## src/rtl/gpio_bank_pkg.sv

```systemverilog
package gpio_bank_pkg;

  localparam int PORTS    = 4;
  localparam int BYTE_W   = 8;
  localparam int OFFS_W   = 8;
  localparam int SIZE_W   = 2;
  localparam int SELECTS  = 2;
  localparam int PIN_W    = PORTS * BYTE_W;

  typedef enum logic [2:0] {
    RK_NONE,
    RK_LATCH,
    RK_MODE,
    RK_SEL,
    RK_DIR,
    RK_PIN
  } reg_kind_e;

  typedef struct packed {
    reg_kind_e  kind;
    logic [1:0] idx;
  } reg_sel_t;

  // Offset bits [7:5] pick the group; the low bits pick the port.
  function automatic reg_sel_t decode_offset(input logic [OFFS_W-1:0] off);
    reg_sel_t s;
    logic     port_hit;
    logic [1:0] port;
    s = '{kind: RK_NONE, idx: 2'd0};
    port_hit = 1'b1;
    case (off[4:0])
      5'h00:   port = 2'd0;
      5'h01:   port = 2'd1;
      5'h04:   port = 2'd2;
      5'h05:   port = 2'd3;
      default: begin port = 2'd0; port_hit = 1'b0; end
    endcase
    case (off[7:5])
      3'd0: if (port_hit) s = '{kind: RK_LATCH, idx: port};
      3'd1: if (port_hit) s = '{kind: RK_MODE,  idx: port};
      3'd3: if (port_hit) s = '{kind: RK_DIR,   idx: port};
      3'd4: if (port_hit) s = '{kind: RK_PIN,   idx: port};
      3'd2: begin
        if (off[4:0] == 5'h04)      s = '{kind: RK_SEL, idx: 2'd0};
        else if (off[4:0] == 5'h08) s = '{kind: RK_SEL, idx: 2'd1};
      end
      default: s = '{kind: RK_NONE, idx: 2'd0};
    endcase
    return s;
  endfunction

  // Bits a register actually holds; a write outside them is refused.
  function automatic logic [BYTE_W-1:0] writable_mask(input reg_sel_t s);
    case (s.kind)
      RK_LATCH, RK_DIR: return (s.idx == 2'd3) ? 8'h03 : 8'hFF;
      RK_MODE: begin
        if (s.idx[1] == 1'b0) return 8'h01;
        return (s.idx == 2'd3) ? 8'h03 : 8'hFF;
      end
      RK_SEL:  return s.idx[0] ? 8'h0F : 8'h03;
      default: return 8'h00;
    endcase
  endfunction

  // Bits of a port that exist at all (port 3 has two pins).
  function automatic logic [BYTE_W-1:0] port_width_mask(input int p);
    return (p == 3) ? 8'h03 : 8'hFF;
  endfunction

  function automatic logic [BYTE_W-1:0] mode_reset(input int p);
    return (p == 2) ? 8'hFF : 8'h00;
  endfunction

  function automatic logic [BYTE_W-1:0] sel_reset(input int i);
    return (i == 1) ? 8'h0F : 8'h00;
  endfunction

endpackage

```

## src/rtl/gpio_bank_decode.sv

```systemverilog
module gpio_bank_decode
  import gpio_bank_pkg::*;
(
  input  logic              req_write,
  input  logic [OFFS_W-1:0] req_addr,
  input  logic [SIZE_W-1:0] req_size,
  input  logic [BYTE_W-1:0] req_wdata,
  output reg_sel_t          acc_sel,
  output logic              acc_hit,
  output logic              acc_size_bad,
  output logic              acc_rsvd_bad,
  output logic              acc_err
);

  logic [BYTE_W-1:0] keep_mask;
  logic              ro_target;

  always_comb begin
    acc_sel      = decode_offset(req_addr);
    acc_hit      = (acc_sel.kind != RK_NONE);
    keep_mask    = writable_mask(acc_sel);
    ro_target    = (acc_sel.kind == RK_PIN);
    acc_size_bad = (req_size != '0);
    acc_rsvd_bad = req_write && !ro_target && ((req_wdata & ~keep_mask) != '0);
    acc_err      = !acc_hit || acc_size_bad || acc_rsvd_bad || (req_write && ro_target);
  end

endmodule

```

## src/rtl/gpio_pin_sync.sv

```systemverilog
module gpio_pin_sync #(
  parameter int WIDTH  = 32,
  parameter int STAGES = 2
) (
  input  logic             clk,
  input  logic             rst_n,
  input  logic [WIDTH-1:0] async_in,
  output logic [WIDTH-1:0] sync_out
);

  logic [WIDTH-1:0] stage_q [STAGES];
  logic             warm_q;

  always_ff @(posedge clk) begin
    if (!rst_n) warm_q <= 1'b0;
    else        warm_q <= 1'b1;
  end

  genvar s;
  generate
    for (s = 0; s < STAGES; s++) begin : g_stage
      if (s == 0) begin : g_first
        always_ff @(posedge clk) begin
          if (!rst_n) stage_q[0] <= '0;
          else        stage_q[0] <= async_in;
        end
        assert_first_stage_R9: assert property (@(posedge clk) disable iff (!rst_n)
          warm_q |-> stage_q[0] == $past(async_in));
      end else begin : g_next
        always_ff @(posedge clk) begin
          if (!rst_n) stage_q[s] <= '0;
          else        stage_q[s] <= stage_q[s-1];
        end
        assert_stage_shift_R9: assert property (@(posedge clk) disable iff (!rst_n)
          warm_q |-> stage_q[s] == $past(stage_q[s-1]));
      end
    end
  endgenerate

  assign sync_out = stage_q[STAGES-1];

endmodule

```

## src/rtl/gpio_port_bank.sv

```systemverilog
module gpio_port_bank
  import gpio_bank_pkg::*;
(
  input  logic              clk,
  input  logic              rst_n,
  input  logic              req_valid,
  input  logic              req_write,
  input  logic [7:0]        req_addr,
  input  logic [1:0]        req_size,
  input  logic [7:0]        req_wdata,
  output logic              rsp_ready,
  output logic              rsp_error,
  output logic [7:0]        rsp_rdata,
  input  logic [31:0]       pin_in,
  output logic [31:0]       pin_out,
  output logic [31:0]       pin_oe
);

  localparam int STATE_W = (3 * PORTS + SELECTS) * BYTE_W;

  logic [BYTE_W-1:0] latch_q [PORTS];
  logic [BYTE_W-1:0] mode_q  [PORTS];
  logic [BYTE_W-1:0] dir_q   [PORTS];
  logic [BYTE_W-1:0] sel_q   [SELECTS];
  logic [BYTE_W-1:0] pin_rd  [PORTS];
  logic [PIN_W-1:0]  pin_sync;

  reg_sel_t          acc_sel;
  logic              acc_hit, acc_size_bad, acc_rsvd_bad, acc_err;
  logic              wr_fire, rd_fire;
  logic [BYTE_W-1:0] rd_byte;
  logic [STATE_W-1:0] state_flat;

  gpio_bank_decode u_decode (
    .req_write    (req_write),
    .req_addr     (req_addr),
    .req_size     (req_size),
    .req_wdata    (req_wdata),
    .acc_sel      (acc_sel),
    .acc_hit      (acc_hit),
    .acc_size_bad (acc_size_bad),
    .acc_rsvd_bad (acc_rsvd_bad),
    .acc_err      (acc_err)
  );

  gpio_pin_sync #(.WIDTH(PIN_W), .STAGES(2)) u_sync (
    .clk      (clk),
    .rst_n    (rst_n),
    .async_in (pin_in),
    .sync_out (pin_sync)
  );

  assign wr_fire = req_valid && req_write && !acc_err;
  assign rd_fire = req_valid && !req_write && !acc_err;

  always_ff @(posedge clk) begin
    if (!rst_n) begin
      for (int p = 0; p < PORTS; p++) begin
        latch_q[p] <= '0;
        mode_q[p]  <= mode_reset(p);
        dir_q[p]   <= '0;
      end
      for (int i = 0; i < SELECTS; i++) sel_q[i] <= sel_reset(i);
    end else if (wr_fire) begin
      case (acc_sel.kind)
        RK_LATCH: latch_q[acc_sel.idx]  <= req_wdata;
        RK_MODE:  mode_q[acc_sel.idx]   <= req_wdata;
        RK_DIR:   dir_q[acc_sel.idx]    <= req_wdata;
        RK_SEL:   sel_q[acc_sel.idx[0]] <= req_wdata;
        default:  ;
      endcase
    end
  end

  genvar gp;
  generate
    for (gp = 0; gp < PORTS; gp++) begin : g_port
      assign pin_rd[gp] = pin_sync[gp*BYTE_W +: BYTE_W] & port_width_mask(gp);
      assign pin_out[gp*BYTE_W +: BYTE_W] = latch_q[gp];
      assign pin_oe[gp*BYTE_W +: BYTE_W]  = dir_q[gp];
      assign state_flat[(3*gp)*BYTE_W +: BYTE_W]   = latch_q[gp];
      assign state_flat[(3*gp+1)*BYTE_W +: BYTE_W] = mode_q[gp];
      assign state_flat[(3*gp+2)*BYTE_W +: BYTE_W] = dir_q[gp];
    end
    for (gp = 0; gp < SELECTS; gp++) begin : g_selflat
      assign state_flat[(3*PORTS+gp)*BYTE_W +: BYTE_W] = sel_q[gp];
    end
  endgenerate

  always_comb begin
    case (acc_sel.kind)
      RK_LATCH: rd_byte = latch_q[acc_sel.idx];
      RK_MODE:  rd_byte = mode_q[acc_sel.idx];
      RK_DIR:   rd_byte = dir_q[acc_sel.idx];
      RK_PIN:   rd_byte = pin_rd[acc_sel.idx];
      RK_SEL:   rd_byte = sel_q[acc_sel.idx[0]];
      default:  rd_byte = '0;
    endcase
  end

  always_ff @(posedge clk) begin
    if (!rst_n) begin
      rsp_ready <= 1'b0;
      rsp_error <= 1'b0;
      rsp_rdata <= '0;
    end else begin
      rsp_ready <= req_valid;
      rsp_error <= req_valid && acc_err;
      rsp_rdata <= rd_fire ? rd_byte : '0;
    end
  end

  // Assertions
  assert_rsp_follows_req_R11: assert property (@(posedge clk) disable iff (!rst_n)
    req_valid |=> rsp_ready);
  assert_no_spurious_rsp_R11: assert property (@(posedge clk) disable iff (!rst_n)
    !req_valid |=> !rsp_ready);
  assert_err_data_zero_R11: assert property (@(posedge clk) disable iff (!rst_n)
    rsp_error |-> (rsp_rdata == '0 && rsp_ready));
  assert_unmapped_keeps_state_R2: assert property (@(posedge clk) disable iff (!rst_n)
    (req_valid && !acc_hit) |=> (rsp_error && $stable(state_flat)));
  assert_size_keeps_state_R3: assert property (@(posedge clk) disable iff (!rst_n)
    (req_valid && acc_size_bad) |=> (rsp_error && $stable(state_flat)));
  assert_reserved_rejected_R7: assert property (@(posedge clk) disable iff (!rst_n)
    (req_valid && acc_rsvd_bad) |=> (rsp_error && $stable(state_flat)));
  assert_pin_write_rejected_R8: assert property (@(posedge clk) disable iff (!rst_n)
    (req_valid && req_write && req_addr[7:5] == 3'd4) |=> (rsp_error && $stable(state_flat)));
  assert_port3_narrow_R5: assert property (@(posedge clk) disable iff (!rst_n)
    (pin_out[31:26] == '0 && pin_oe[31:26] == '0 && mode_q[3][7:2] == '0));
  assert_mode01_narrow_R6: assert property (@(posedge clk) disable iff (!rst_n)
    (mode_q[0][7:1] == '0 && mode_q[1][7:1] == '0));

endmodule

```

## config.mk

```make
export PLATFORM = sky130hd
export DESIGN_NAME = gpio_port_bank
export DESIGN_NICKNAME = d
export VERILOG_FILES = /design/src/rtl/gpio_bank_pkg.sv /design/src/rtl/gpio_bank_decode.sv /design/src/rtl/gpio_pin_sync.sv /design/src/rtl/gpio_port_bank.sv
export SDC_FILE = /design/constraint.sdc
export NUM_CORES = 1
export LEC_CHECK = 0
export ABC_AREA = 1
export BUFFER_PORTS_ARGS = -buffer_cell sky130_fd_sc_hd__buf_2
export CAP_MARGIN = 30
export CORE_ASPECT_RATIO = 1.2
export CORE_UTILIZATION = 30
export CTS_CLUSTER_DIAMETER = 200
export DETAILED_ROUTE_END_ITERATION = 16
export HOLD_SLACK_MARGIN = 0.05
export PLACE_DENSITY_LB_ADDON = 0.25
export SLEW_MARGIN = 30
export SYNTH_ARGS = -nofsm -noshare
export SYNTH_HDL_FRONTEND = slang
export SYNTH_SLANG_ARGS = --single-unit
```

## constraint.sdc

```tcl
create_clock -name clk -period 7.27 [get_ports clk]
set_input_delay 1.8175 -clock clk [delete_from_list [all_inputs] [get_ports clk]]
set_output_delay 1.8175 -clock clk [all_outputs]
set_load 0.02 [all_outputs]
```

==> impl_metrics.tcl, run 1 <==
set metrics [dict create \
    clk_latency_ps 440 \
    peakVddDrop_mv 0.1355 \
    combPwrFrac_pct 6.9 \
    switching_power_mw 0.5775 \
    rows 62 \
    ys_ff_latch 174 \
    drt-met1-wl_um 8497 \
    relSlewSlack_pct 33.74 \
    wire_per_inst_um 16.69 \
    pwr_density_cell_mw_per_mm2 245.0 \
    yosys_warnings 0 \
    chipWidth_um 144.6 \
    layout_setup_ws_ps 2345 \
    wl_met3_um 1192 \
    reg2reg_slack_ps 5810 \
    fin_nets 962 \
    cp.required_ps 7420 \
    end_kind "flop" \
    drv_slew 0 \
    cts.clk_slew.worst_paths_ps 70 \
    p_total_mw 2.194 \
    postCtsSetupRepairBufs 0 \
    skew_ps 10.87 \
    multi_input_area_mm2 0.002302 \
    ant_nets 0 \
    diodes 0 \
    cp-start-kind "primary input" \
    area_delta_synth_final_pct 22.31 \
    final-setup-viol-count 0 \
    yosys.area.top_type "edfxtp_1" \
    grt_first_pass_wirelength_um 31130 \
    wl_met2_um 10530 \
    antenna_found_initial 0 \
    ctsHoldBuffers 0 \
    cts_buffers 17 \
    avgSynthCellArea_um2 9.494 \
    grt_max_degree 68 \
    routabilityCongestion 0.8404 \
    seq_area_frac_synth_pct 62.91 \
    status "completed" \
    clockBufferDepth 2 \
    synthTopCellsByArea "edfxtp_1 46%, dfxtp_1 17%, nand2_1 9.1%, nor2_1 5.7%, inv_1 4.2%" \
    firstDrtPassIters 4 \
    syn_area_mm2 0.007320 \
    slowest_delay_ps 720 \
    cts-root-buf "clkbuf_16" \
    core_mm2 0.02397 \
    die-area_mm2 0.02503 \
    hp-class "flop to flop" \
    fp.dieH_um 173.1 \
    netlist.area_leader.share_pct 45.95 \
    critPathKind "primary input to flop" \
    finalCoreUtilization_pct 37.35 \
    switching_share_pct 26.32 \
    grt.total_usage_pct 17.24 \
    synth_ff_type "edfxtp_1" \
    tns_ps 0 \
    min_period_ps 4925 \
    path_delay_family "simple AND/OR/NAND/NOR gates" \
    hpwl_um 14390 \
    max_slew.worst_pin.slew_ps 987.2 \
    slowest_stage "nor2_1" \
    ys_types 40 \
    grt_pass1_vias 5561 \
    path_common_cell "nand2_2" \
    num_vias 5695 \
    yosys-top-cells-count "177 x nand2_1, 112 x edfxtp_1, 112 x nor2_1" \
    drc 0 \
    critPathLaunch "req_addr[4]" \
    crit_buf_inv 3 \
    synth-edff-count 112 \
    fin_crit_sh_pct 67.74 \
    top_layer_used "met4" \
    power.leakage_nw 3.964 \
    synth.most_common_cell "nand2_1" \
    fillCellCount 2447 \
    seq_area_mm2 0.004604 \
    intPower_mw 1.616 \
    cts_resized 0 \
    wl_um 20720 \
    crit_chain "buf_2 -> nor2_2 -> nand2_2 -> nor2_1 -> nor2_1 -> nand4_1 -> nand3_1 -> nand2_1 -> nand2_1 -> nand2_2 -> nand4_4 -> inv_2 -> nand2_2 -> o21ai_0 -> buf_4" \
    hold_start "u_sync.stage_q[0][19]$_SDFF_PN0_" \
    hold_viol 0 \
    power_frac_seq_pct 51.0 \
    htreeDepth 4 \
    fin_cells 1241 \
    drt_iter0_markers 429 \
    reg2reg_from "latch_q[0][3]$_SDFFCE_PN0P_" \
    async_flop_share_pct 0 \
    critPathMaxFanout 15 \
    viasPerCell 4.589 \
    syn_inst 771 \
    max_freq_mhz 203.1 \
    preCtsSetupSlack_ps 1903 \
    drive_above_1_share_pct 21.82 \
    cts_tree "done" \
    placedCellCount 1208 \
    arrival_ps 5080 \
    grt_overflow 0 \
    clock-sinks 174 \
    numPortBuffers 121 \
    clkPwrFrac_pct 42.0 \
    io-pin-count 128 \
    rsz0062_at_grt "false" \
    drv_cap 0 \
    initial_utilization_pct 30.54 \
]
final cells by class:
class	count	share of cell area [%]
Clock inverter	15	2.082
Timing Repair Buffer	132	7.771
Inverter	90	3.774
Multi-Input combinational cell	493	25.72
Sequential cell	174	51.43
Tap cell	320	4.472
Clock buffer	17	4.752
cell usage in the layout, fill, tap and decap left out, types with 7 or more instances in the layout:
cell type	netlist	final
a21oi_1	16	16
buf_2	11	121
buf_4	2	10
clkbuf_16	0	17
conb_1	1	24
dfxtp_1	62	62
edfxtp_1	112	112
inv_1	81	81
inv_8	0	7
nand2_1	177	177
nand3_1	38	38
nand4_1	14	14
nor2_1	112	112
nor3_1	14	14
nor3_2	8	8
o21ai_0	32	31
o22ai_1	13	13
power groups by stage:
stage | clock, mW | sequential (mW) | combinational [mW]
2_1_floorplan | 0 | 1.16 | 0.0644
3_3_place_gp | 0 | 1.14 | 0.152
3_5_place_dp | 0 | 1.14 | 0.153
4_1_cts | 0.935 | 1.12 | 0.153
5_1_grt | 0.976 | 1.12 | 0.168
6_report | 0.922 | 1.12 | 0.152
state kept, by name, indices dropped and copies added (netlist names):
name	cells
u_sync.stage_q	52
dir_q	32
latch_q	32
mode_q	32
sel_q	16
rsp_rdata	8
rsp_error	1
rsp_ready	1
cells by family after synthesis:
group	count (synthesis)	synth area share, %
other	1	0.05123
AOI/OAI and AO/OA	81	6.513
DFF	174	62.91
and+or+nand+nor	388	23.52
buffers and inverters	127	7.008
path summary, 6_finish.rpt:
| path | cells after the start | end |
|---|---|---|
| max | 15 | dir_q[1][2]$_SDFFCE_PN0P_ |
| min | 2 | u_sync.stage_q[1][19]$_SDFF_PN0_ |
| max reg2reg | 7 | rsp_rdata[3]$_SDFF_PN0_ |
| min reg2reg | 2 | u_sync.stage_q[1][19]$_SDFF_PN0_ |
tightest hold or removal path, stage by stage (launching register included):
cell and delay [ps]:
dfxtp_1 310, nand2_1 40, inv_1 40
metal layers:
| metal | vias up | GRT usage (%) |
|---|---|---|
| met3 | 25 | 4.182 |
| met5 | - | 0 |
| met4 | 0 | 6.579 |
| met1 | 2714 | 20.68 |
| li1 | 2787 | - |
| met2 | 169 | 29.41 |
metrics by stage:
stage | hold WS [ps] | cell area, um^2
4_1_cts | 413.1 | 8929
3_3_place_gp | 400.1 | 8317
3_5_place_dp | 396.6 | 8317
5_1_grt | 435.9 | 8952
2_1_floorplan | 390.5 | 7406
6_report | 413.4 | 8952
(Power assumes the default switching activity.)
==> run 2, diff against run 1 <==
==> constraint.sdc (replaced) <==
create_clock -name clk -period 4.9 [get_ports clk]
set_input_delay 1.225 -clock clk [delete_from_list [all_inputs] [get_ports clk]]
set_output_delay 1.225 -clock clk [all_outputs]
set_load 0.02 [all_outputs]
==> impl_metrics.tcl, run 2 (synthesis results as in run 1) <==
set metrics [dict create \
    max_freq_mhz 290.7 \
    path_common_cell "nand2_1" \
    cts-root-buf "clkbuf_16" \
    rsz0062_at_grt "false" \
    hold_end "u_sync.stage_q[1][13]$_SDFF_PN0_" \
    critPathLaunch "req_addr[4]" \
    finalHoldWorstSlack_ps 411.9 \
    holdPathStages 2 \
    hpwl_um 14230 \
    slowest_stage "nand2_1" \
    ant_nets 0 \
    reg2reg_depth 7 \
    grt.total_usage_pct 17.44 \
    p_total_mw 3.258 \
    tns_ps 0 \
    hold_start "u_sync.stage_q[0][13]$_SDFF_PN0_" \
    io-pin-count 128 \
    rows 62 \
    fp.dieH_um 173.1 \
    grt_first_pass_wirelength_um 31530 \
    layout_commonest_cell "nand2_1" \
    path_delay_family "simple AND/OR/NAND/NOR gates" \
    most-common-layout-cells "177 x nand2_1, 121 x buf_2, 112 x nor2_1, 112 x edfxtp_1, 81 x inv_1" \
    cts_tree "done" \
    reg2reg_from "latch_q[0][3]$_SDFFCE_PN0P_" \
    skew_ps 8.188 \
    wl_um 20710 \
    cp.required_ps 4980 \
    drv_slew 0 \
    area_delta_synth_final_pct 22.74 \
    cts_buffers 17 \
    fin_nets 966 \
    layout_setup_ws_ps 1460 \
    critPathKind "primary input to flop" \
    rr_endpoint "rsp_rdata[3]$_SDFF_PN0_" \
    min_period_ps 3440 \
    numPortBuffers 121 \
    hold_viol 0 \
    clockBufferDepth 2 \
    antenna_found_initial 0 \
    htreeDepth 4 \
    fin_crit_sh_pct 70.20 \
    diodes 0 \
    place_area_mm2 0.008374 \
    slowest_delay_ps 420 \
    peakVddDrop_mv 0.2152 \
    hp-class "flop to flop" \
    final-setup-viol-count 0 \
    reg2reg_slack_ps 3450 \
    largest-register "u_sync.stage_q" \
    clk_latency_ps 420 \
    crit_buf_inv 1 \
    drive_above_1_share_pct 22.05 \
    drc 0 \
    core_mm2 0.02397 \
    end_kind "flop" \
    grt_overflow 0 \
    postCtsSetupRepairBufs 0 \
    relSlewSlack_pct 52.20 \
    preCtsSetupSlack_ps 1017 \
    num_vias 5704 \
    max_slew.worst_pin.slew_ps 710.5 \
    power.leakage_nw 3.995 \
    pwr_density_cell_mw_per_mm2 362.6 \
    wire_per_inst_um 16.63 \
    critPathMaxFanout 10 \
    cp-start-kind "primary input" \
    ctsHoldBuffers 0 \
    grt_max_degree 82 \
    cts.clk_slew.worst_paths_ps 70 \
    firstDrtPassIters 6 \
    drt_iter0_markers 333 \
    die-area_mm2 0.02503 \
    chipWidth_um 144.6 \
    routabilityCongestion 0.8204 \
    status "completed" \
    drv_cap 0 \
    viasPerCell 4.582 \
    cts_resized 0 \
    initial_utilization_pct 30.54 \
    grt_pass1_vias 5605 \
    clock-sinks 174 \
    crit_chain "buf_2 -> nor2_2 -> nand2_2 -> nor2_4 -> nor2_1 -> nand4_1 -> nand3_1 -> nand2_1 -> nand2_1 -> nand2_2 -> nand4_4 -> nor2_2 -> nand3_2 -> nand2_1" \
    postLayoutCellArea_mm2 0.008984 \
    largest_reg_flops 52 \
    arrival_ps 3520 \
]
==> run 2: cell type report <==
class	instances	area, um^2
clock inverter	12	108.9
clock buffer	20	500.5
tap	320	400.4
fill	2429	14990
timing repair buffer	136	743.2
sequential	174	4604
multi-input combinational	493	2288
inverter	90	337.8
==> run 2: worst max path at each step <==
| stage | cells after the start | to | slack [ps] |
|---|---|---|---|
| 2_1_floorplan | 13 | latch_q[1][0]$_SDFFCE_PN0P_ | 1460 |
| 3_3_place_gp | 14 | latch_q[2][2]$_SDFFCE_PN0P_ | 1030 |
| 3_5_place_dp | 14 | latch_q[2][0]$_SDFFCE_PN0P_ | 1020 |
| 4_1_cts | 14 | latch_q[2][7]$_SDFFCE_PN0P_ | 1470 |
| 5_1_grt | 15 | latch_q[1][0]$_SDFFCE_PN0P_ | 1260 |
| 6_report | 14 | latch_q[2][7]$_SDFFCE_PN0P_ | 1460 |
==> run 2: through the flow <==
| step | utilization (%) | instances |
|---|---|---|
| floorplan | - | 794 |
| global placement | 34.94 | 1213 |
| detailed placement | 34.94 | 1213 |
| CTS | 37.48 | 1245 |
| global route | 37.48 | 1245 |
| finish | 37.48 | 1245 |
==> run 2: power breakdown <==
part	leakage, nW	internal, mW	total, mW	switching (mW)
Clock	0.307	0.761	1.37	0.608
Sequential	1.59	1.63	1.66	0.0293
Combinational	2.10	0.0688	0.227	0.158
==> run 2: worst min-delay path: stages, from the launching register on <==
cell and delay [ps]:
dfxtp_1 310, nand2_1 40, inv_1 40
==> run 2: routing by layer <==
metal / routed length, um / vias up / global-route usage [%]
met2: 10620 / 151 / 30.35
met5: 0 / - / 0
li1: - / 2799 / -
met3: 1014 / 23 / 4.016
met4: 446 / 0 / 6.360
met1: 8629 / 2731 / 20.64
==> run 3, diff against run 2 <==
==> constraint.sdc (replaced) <==
create_clock -name clk -period 3.3 [get_ports clk]
set_input_delay 0.825 -clock clk [delete_from_list [all_inputs] [get_ports clk]]
set_output_delay 0.825 -clock clk [all_outputs]
set_load 0.02 [all_outputs]
==> impl_metrics.tcl, run 3 (synthesis results as in run 1) <==
set metrics [dict create \
    clk_latency_ps 430 \
    status "completed" \
    routabilityCongestion 0.8417 \
    pwr_density_cell_mw_per_mm2 522.3 \
    rr_endpoint "rsp_rdata[3]$_SDFF_PN0_" \
    num_vias 5761 \
    relSlewSlack_pct 44.48 \
    viasPerCell 4.533 \
    numPortBuffers 121 \
    hold_start "u_sync.stage_q[0][6]$_SDFF_PN0_" \
    drive_above_1_share_pct 24.19 \
    peakVddDrop_mv 0.2769 \
    core_mm2 0.02397 \
    reg2reg_slack_ps 1860 \
    grt_overflow 0 \
    min_period_ps 2717 \
    cts-root-buf "clkbuf_16" \
    hp-class "flop to flop" \
    critical_path.endpoint "dir_q[2][3]$_SDFFCE_PN0P_" \
    hpwl_um 14840 \
    reg2reg_from "latch_q[0][3]$_SDFFCE_PN0P_" \
    critPathKind "primary input to flop" \
    area_delta_synth_final_pct 24.97 \
    reg2reg_depth 7 \
    postCtsSetupRepairBufs 0 \
    io-pin-count 128 \
    critPathLaunch "req_addr[4]" \
    wire_per_inst_um 16.34 \
    layout_commonest_cell "nand2_1" \
    cp-start-kind "primary input" \
    finalHoldWorstSlack_ps 412.4 \
    fin_cells 1271 \
    diodes 0 \
    cts.clk_slew.worst_paths_ps 70 \
    drv_cap 0 \
    slowest_delay_ps 360 \
    rows 62 \
    wl_um 20760 \
    cp.required_ps 3380 \
    skew_ps 9.126 \
    rsz0062_at_grt "false" \
    firstDrtPassIters 4 \
    ant_nets 0 \
    chipWidth_um 144.6 \
    fillCellCount 2445 \
    initial_utilization_pct 30.54 \
    fin_nets 992 \
    clock-sinks 174 \
    max_slew.worst_pin.slew_ps 831.0 \
    most-common-layout-cells "177 x nand2_1, 121 x buf_2, 112 x nor2_1, 112 x edfxtp_1, 81 x inv_1" \
    cts_resized 0 \
    grt_pass1_vias 5804 \
    clockBufferDepth 2 \
    cts_tree "done" \
    slowest_stage "nand2_1" \
    grt_first_pass_wirelength_um 32450 \
    crit_chain "buf_2 -> nor2_2 -> nand2_2 -> nor2_1 -> buf_4 -> o21ai_1 -> nor2_2 -> nand4_4 -> buf_4 -> nor2_4 -> nand3_1 -> nand2_1" \
    final-setup-viol-count 0 \
    placedCellCount 1239 \
    end_kind "flop" \
    hold_viol 0 \
    antenna_found_initial 0 \
    critPathMaxFanout 10 \
    tns_ps 0 \
    htreeDepth 4 \
    fin_crit_sh_pct 82.33 \
    fp.dieH_um 173.1 \
    largest_reg_flops 52 \
    ctsHoldBuffers 0 \
    grt.total_usage_pct 17.72 \
    cts_buffers 17 \
    die-area_mm2 0.02503 \
    drv_slew 0 \
    arrival_ps 2800 \
    grt_max_degree 63 \
    power.leakage_nw 4.101 \
    holdPathStages 2 \
    largest-register "u_sync.stage_q" \
    drt_iter0_markers 392 \
    max_freq_mhz 368.1 \
    drc 0 \
]
[run 3: changes by cell type in the layout (fill, tap and decap cells not counted), moves of 2 or more]
cell       change
clkbuf_16      -3
buf_4         +26
clkinv_4       +3
inv_8          +2
[run 3: stage by stage]
step | worst slack, ps | instance area (um^2) | utilization (%) | power, mW
after CTS | 582.1 | 9148 | 38.16 | 4.818
after global routing | 359.9 | 9148 | 38.16 | 4.962
final | 583.0 | 9148 | 38.16 | 4.778
after floorplan | 256.8 | 7406 | - | 2.701
after detailed placement | 140.9 | 8569 | 35.75 | 2.862
after global placement | 162.3 | 8569 | 35.75 | 2.860
[run 3: routing by layer]
layer,vias up,track usage [%],wire length (um)
li1,2848,-,-
met3,32,3.988,993
met5,-,0,0
met2,150,30.19,10440
met1,2731,21.28,8764
met4,0,7.237,569
[run 3: area by class of cell]
type	instances	area (um^2)	area share (%)
flip-flops and latches	174	4604	50.34
multi-input cells	493	2288	25.02
repair buffers	162	938.4	10.26
clock buffers	18	439.2	4.801
well taps	320	400.4	4.377
inverters	90	337.8	3.693
clock inverters	14	138.9	1.518
[run 3: where the power goes]
part           internal (mW)  switching (mW)  total [mW]
clock                   1.06           0.912        1.97
sequential              2.42          0.0425        2.47
combinational          0.107           0.237       0.345
total                   3.59            1.19        4.78
[run 3: critical path, delay by kind of cell]
family | cells | cell delay [ps]
AND/OR/NAND/NOR | 8 | 1340
buffers and inverters | 3 | 520
AO/OA/AOI/OAI | 1 | 120
[run 3: worst min-delay path by stage]
stage / endpoint / slack (ps)
2_1_floorplan: u_sync.stage_q[1][0]$_SDFF_PN0_ / 390
3_3_place_gp: u_sync.stage_q[1][19]$_SDFF_PN0_ / 400
3_5_place_dp: u_sync.stage_q[1][23]$_SDFF_PN0_ / 400
4_1_cts: u_sync.stage_q[1][19]$_SDFF_PN0_ / 410
5_1_grt: u_sync.stage_q[1][25]$_SDFF_PN0_ / 430
6_report: u_sync.stage_q[1][6]$_SDFF_PN0_ / 410
